<file path="config.mk">
export PLATFORM = sky130hd
export DESIGN_NAME = wdog_ctl
export DESIGN_NICKNAME = d
export VERILOG_FILES = /design/src/rtl/wdog_pkg.sv /design/src/rtl/wdog_rtc_tick.sv /design/src/rtl/wdog_kick_unlock.sv /design/src/rtl/wdog_count.sv /design/src/rtl/wdog_ctl.sv
export SDC_FILE = /design/constraint.sdc
export NUM_CORES = 1
export LEC_CHECK = 0
export BUFFER_PORTS_ARGS = -buffer_cell sky130_fd_sc_hd__buf_4
export CAP_MARGIN = 40
export CORE_MARGIN = 3
export CORE_UTILIZATION = 58
export CTS_CLUSTER_DIAMETER = 60
export DETAILED_ROUTE_END_ITERATION = 10
export GPL_TIMING_DRIVEN = 0
export PLACE_DENSITY = 0.87
export RECOVER_POWER = 50
export SKIP_LAST_GASP = 1
export SYNTH_ARGS = -nofsm -noshare
export SYNTH_HDL_FRONTEND = slang
export SYNTH_HIERARCHICAL = 1
export SYNTH_SLANG_ARGS = --single-unit
</file>
<file path="constraint.sdc">
create_clock -name clk -period 3.47 [get_ports clk]
set_input_delay 0.347 -clock clk [delete_from_list [all_inputs] [get_ports clk]]
set_output_delay 0.347 -clock clk [all_outputs]
set_load 0.02 [all_outputs]
</file>
<file path="src/rtl/wdog_pkg.sv">
package wdog_pkg;
  localparam logic [7:0] KEY_ARM  = 8'hA5;
  localparam logic [7:0] KEY_FIRE = 8'h5A;

  localparam int B_EN    = 7;
  localparam int B_ACT   = 6;
  localparam int B_CAUSE = 5;
  localparam int B_SRC   = 3;
  localparam int B_NMI   = 2;
  localparam int B_PER   = 0;

  typedef enum logic [1:0] {
    SRC_SYS  = 2'b00,
    SRC_RTC  = 2'b01,
    SRC_RSV2 = 2'b10,
    SRC_RSV3 = 2'b11
  } src_e;
endpackage

</file>
<file path="src/rtl/wdog_rtc_tick.sv">
module wdog_rtc_tick #(
  parameter int SYNC = 2
) (
  input  logic clk,
  input  logic rst_n,
  input  logic rtc_in,
  output logic rtc_tick
);
  logic [SYNC:0] sh_q;

  always_ff @(posedge clk) begin
    if (!rst_n) sh_q <= '0;
    else        sh_q <= {sh_q[SYNC-1:0], rtc_in};
  end

  assign rtc_tick = sh_q[SYNC-1] & ~sh_q[SYNC];
endmodule

</file>
<file path="src/rtl/wdog_kick_unlock.sv">
module wdog_kick_unlock
  import wdog_pkg::*;
(
  input  logic       clk,
  input  logic       rst_n,
  input  logic       wr_stb,
  input  logic [7:0] wdata,
  output logic       kick
);
  logic armed_q;

  assign kick = wr_stb && armed_q && (wdata == KEY_FIRE);

  always_ff @(posedge clk) begin
    if (!rst_n)      armed_q <= 1'b0;
    else if (wr_stb) armed_q <= !kick && (wdata == KEY_ARM);
  end
endmodule

</file>
<file path="src/rtl/wdog_count.sv">
module wdog_count #(
  parameter int P_LOG0 = 27,
  parameter int P_LOG1 = 25,
  parameter int P_LOG2 = 22,
  parameter int P_LOG3 = 18
) (
  input  logic       clk,
  input  logic       rst_n,
  input  logic       run,
  input  logic       tick,
  input  logic       kick,
  input  logic [1:0] per_sel,
  output logic       expire
);
  localparam int CW = P_LOG0;

  logic [CW-1:0] cnt_q;
  logic [CW-1:0] last;

  always_comb begin
    case (per_sel)
      2'd0:    last = {CW{1'b1}};
      2'd1:    last = {CW{1'b1}} >> (CW - P_LOG1);
      2'd2:    last = {CW{1'b1}} >> (CW - P_LOG2);
      default: last = {CW{1'b1}} >> (CW - P_LOG3);
    endcase
  end

  assign expire = run && !kick && tick && (cnt_q >= last);

  always_ff @(posedge clk) begin
    if (!rst_n)             cnt_q <= '0;
    else if (!run || kick)  cnt_q <= '0;
    else if (expire)        cnt_q <= '0;
    else if (tick)          cnt_q <= cnt_q + 1'b1;
  end
endmodule

</file>
<file path="src/rtl/wdog_ctl.sv">
module wdog_ctl
  import wdog_pkg::*;
#(
  parameter logic [7:0] CTRL_ADDR = 8'h93,
  parameter logic [7:0] KICK_ADDR = 8'h94,
  parameter int P_LOG0   = 27,
  parameter int P_LOG1   = 25,
  parameter int P_LOG2   = 22,
  parameter int P_LOG3   = 18,
  parameter int SYNC     = 2,
  parameter int HOLD_CYC = 4
) (
  input  logic       clk,
  input  logic       rst_n,
  input  logic       rst_by_wdog,
  input  logic       rtc_in,
  input  logic [7:0] addr,
  input  logic       wr_en,
  input  logic       rd_en,
  input  logic [7:0] wdata,
  output logic [7:0] rdata,
  output logic       rst_req,
  output logic       nmi_req
);
  localparam int HW = $clog2(HOLD_CYC + 1);

  logic          en_q, act_q, rflag_q, nflag_q, nmi_q;
  logic [1:0]    src_q, per_q;
  logic [HW-1:0] hold_q;
  logic          ctrl_wr, ctrl_rd, kick_wr, kick, rtc_tick, tick, expire;
  logic          unused_w;

  assign ctrl_wr  = wr_en && (addr == CTRL_ADDR);
  assign ctrl_rd  = rd_en && (addr == CTRL_ADDR);
  assign kick_wr  = wr_en && (addr == KICK_ADDR);
  assign unused_w = ^{wdata[B_CAUSE], wdata[B_NMI]};

  wdog_rtc_tick #(.SYNC(SYNC)) u_rtc (
    .clk(clk), .rst_n(rst_n), .rtc_in(rtc_in), .rtc_tick(rtc_tick)
  );

  wdog_kick_unlock u_key (
    .clk(clk), .rst_n(rst_n), .wr_stb(kick_wr), .wdata(wdata), .kick(kick)
  );

  always_comb begin
    case (src_e'(src_q))
      SRC_SYS: tick = 1'b1;
      SRC_RTC: tick = rtc_tick;
      default: tick = 1'b0;
    endcase
  end

  wdog_count #(
    .P_LOG0(P_LOG0), .P_LOG1(P_LOG1), .P_LOG2(P_LOG2), .P_LOG3(P_LOG3)
  ) u_cnt (
    .clk(clk), .rst_n(rst_n), .run(en_q), .tick(tick), .kick(kick),
    .per_sel(per_q), .expire(expire)
  );

  always_ff @(posedge clk) begin
    if (!rst_n) begin
      en_q    <= 1'b0;
      act_q   <= 1'b0;
      src_q   <= 2'b00;
      per_q   <= 2'b00;
      rflag_q <= rst_by_wdog;
      nflag_q <= 1'b0;
      nmi_q   <= 1'b0;
      hold_q  <= '0;
    end else begin
      nmi_q <= expire && act_q;
      if (expire && !act_q)  hold_q <= HW'(HOLD_CYC);
      else if (hold_q != '0) hold_q <= hold_q - 1'b1;
      if (expire) rflag_q <= 1'b1;
      if (expire && act_q) nflag_q <= 1'b1;
      else if (ctrl_rd)    nflag_q <= 1'b0;
      if (ctrl_wr) begin
        en_q  <= en_q | wdata[B_EN];
        act_q <= wdata[B_ACT];
        src_q <= wdata[B_SRC +: 2];
        per_q <= wdata[B_PER +: 2];
      end
    end
  end

  assign rst_req = (hold_q != '0);
  assign nmi_req = nmi_q;
  assign rdata   = (addr == CTRL_ADDR) ?
                   {en_q, act_q, rflag_q, src_q, nflag_q, per_q} : 8'h00;
endmodule

</file>
==> results.ini <==
[grt]
gr-usage-all-layers_pct = 22.1
antenna_found_initial = 0
grt_overflow_total = 0
largest_net_degree_at_the_start_of_global_routing = 14
grt_pass1_vias = 1979
wire_length_of_the_first_global_routing_pass_um = 9100

[synthesis]
synth_area_per_cell_um2 = 9.57
yosysSeqAreaShare_pct = 34.5
yosys_most_used_dff = sky130_fd_sc_hd__dfxtp_1
synth_fp_nets = 297
syn_inst = 264
netlist.area_leader.share_pct = 33.3
netlist.top_cell.by_area = sky130_fd_sc_hd__dfxtp_1
synth_area_um2 = 2530
yosys-top-cells-area = sky130_fd_sc_hd__dfxtp_1, sky130_fd_sc_hd__nor3_2, sky130_fd_sc_hd__xnor2_1, sky130_fd_sc_hd__ha_1, sky130_fd_sc_hd__nand2_1
synth-async-reset-ratio_pct = 0
yosysWarnings = 6
netlist-cell-type-count = 51
synth_seq_cells = 43
synth_edf_count = 1

[cts]
postCtsSetupBuffers = 0
cts-htree-levels = 2
total_clock_buffers_created_by_cts = 5
tritoncts = done
cts_root_buffer = sky130_fd_sc_hd__clkbuf_8
tritoncts_num_sinks = 43
post_cts_resized = 0
ctsLongestPathBuffers = 2
hold_fix_buffers_cts = 0
clkLatencyLatePin_ps = 300
clkSlewWorstSetupHoldPaths_ps = 80

[route]
detail_route.drc_violations = 0
ant_nets = 0
vias = 2013
detail_route.first_pass.iterations = 4
routed_via_density = 5.70
drt-total-wl_um = 5290
routed_wire_length_per_instance_um = 15.0
detailedRoute.firstIterationViolations = 147

[floorplanning]
die_ar_um2 = 5180
row_count = 23
die_y_extent_um = 72.0
ios = 32
initial_core_util_pct = 61.8
fp.coreArea_um2 = 4090
die_width_um = 72.0

[pwr]
pwr_density_cell_nw_per_um2 = 326
p_leak_nw = 1.02
vdd_drop_max_v = 0.000168

[place]
portBuffers = 31
post-place-cells = 345
detailed_place_hpwl_um = 3900
place_congestion = 0.873

[sta]
setup-violations-final = 0
timing.final.hold_violations = 0
clock-skew-final_ps = 7.82
setup_repair_after_global_routing_missed_its_margin = false
timing_max_transition_violations_final = 0
final.period_utilization_pct = 79.4
final_period_minus_worst_setup_slack_ps = 2750
max_freq_mhz = 363
max-slew-margin-rel_pct = 51.2
timing_worst_slew_pin_value_ps = 733
sum_of_negative_setup_slack_ps = 0

[critical_path]
critical_register_to_register_path_startpoint = per_q[1]
slowest_stage = sky130_fd_sc_hd__dfxtp_1
worst_endpoint_data_arrival_time_ps = 2930
critPathMaxFanout = 10
path_buf_inv = 0
critical_path.startpoint_type = register
cp_slowest_stage_delay_ps = 420
timing_worst_setup_path_type = reg -> reg
worst_r2r_path_depth = 9
worstReg2RegEnd = nflag_q
cp-end-kind = register
flop_to_flop_setup_slack_ps = 720
timing.critical_path.max_delay_family = compound AO/OA/AOI/OAI gates
crit_chain = or2_2 > ha_1 > a21o_1 > a211o_1 > a31oi_1 > a31oi_4 > and3b_1 > and3_1 > o21bai_1
worst_ep_required_time_ps = 3650

[finish]
fillCellCount = 314
final_cell_count_no_fill = 353
num-nets-final = 335
insertedDiodeCount = 0
post_route_cells_drive_above_1_share_pct = 25.4
post-route-util_pct = 70.7
multiInputGateArea_um2 = 1550
area_growth_syn_to_layout_pct = 14.4
sequential_cell_area_um2 = 871
layout_commonest_cell = sky130_fd_sc_hd__dfxtp_1
layout_common_cells = sky130_fd_sc_hd__dfxtp_1, sky130_fd_sc_hd__buf_4, sky130_fd_sc_hd__nand2_1

[min_path]
holdPathStages = 2
worstHoldEndpoint = u_rtc/sh_q[0]
worstHoldPathType = in -> reg
hp-start = rtc_in

[run_status]
run_status = finished clean

[flow_run]
cap_violations = 0

## metal layers
metal	GRT usage, %	routed length [um]
met4	8.14	94
met1	28.2	2370
met3	3.88	175
met5	0	0
met2	37.6	2650
## logic make-up (layout without fill, tap and decap cells)
family / after synthesis / count (layout) / synth area share (%)
AND/OR/NAND/NOR: 138 / 138 / 38.0
multiplexers: 7 / 7 / 2.77
XOR/XNOR: 27 / 27 / 9.36
flip-flops: 43 / 43 / 34.5
AO/OA/AOI/OAI: 19 / 19 / 5.89
buffers and inverters: 19 / 58 / 4.01
adder cells (fa/ha/maj): 11 / 11 / 5.45
## cell type report
class,count,area share [%]
plain buffers,9,2.17
clock buffers,5,2.38
clock inverters,3,0.520
inverters,10,1.30
multi-input cells,202,53.8
flip-flops and latches,43,30.1
well taps,50,2.17
repair buffers,31,7.54
## worst max path at each step
stage / from / endpoint / slack, ps / depth (start not counted)
2_1_floorplan: per_q[1] / nflag_q / 1030 / 9
3_3_place_gp: addr[3] / u_cnt/cnt_q[23] / 610 / 9
3_5_place_dp: addr[3] / u_cnt/cnt_q[25] / 580 / 9
4_1_cts: per_q[1] / nflag_q / 710 / 9
5_1_grt: per_q[1] / nflag_q / 580 / 9
6_report: per_q[1] / nflag_q / 720 / 9
## through the flow
step	power [mW]	setup slack [ps]	cell area, um^2	hold slack (ps)
2_1_floorplan	0.603	1030	2530	412
3_3_place_gp	0.646	608	2820	418
3_5_place_dp	0.658	577	2820	422
4_1_cts	0.960	712	2910	248
5_1_grt	0.990	579	2890	244
6_report	0.942	715	2890	251
## synth_stat cells (all sizes together) (2+ instances only)
master   instances
nor4b            2
and3             2
nand2           27
nor4             5
nand4            8
nand4bb          3
or2              2
and3b            2
and4bb           2
xor2             6
and2            13
a31oi            2
and4             6
nand2b           2
nor2            12
a21oi            3
nand3           10
clkbuf           3
nand3b           2
buf              6
nor3            38
o21ai            4
ha              11
xnor2           21
inv             10
dfxtp           42
mux2i            7
## power breakdown
part	internal [mW]	switching, mW	leakage, nW
combinational	0.0559	0.0679	0.625
clock	0.138	0.167	0.0477
sequential	0.507	0.00655	0.349
## registers in the layout, indices dropped and copies added, names as in the netlist
signal         count
u_rtc/sh_q         3
u_cnt/cnt_q       27
src_q              2
act_q              1
en_q               1
per_q              2
rflag_q            1
u_key/armed_q      1
nmi_req            1
hold_q             3
nflag_q            1
Note: power is estimated with default switching activity, not from simulation.
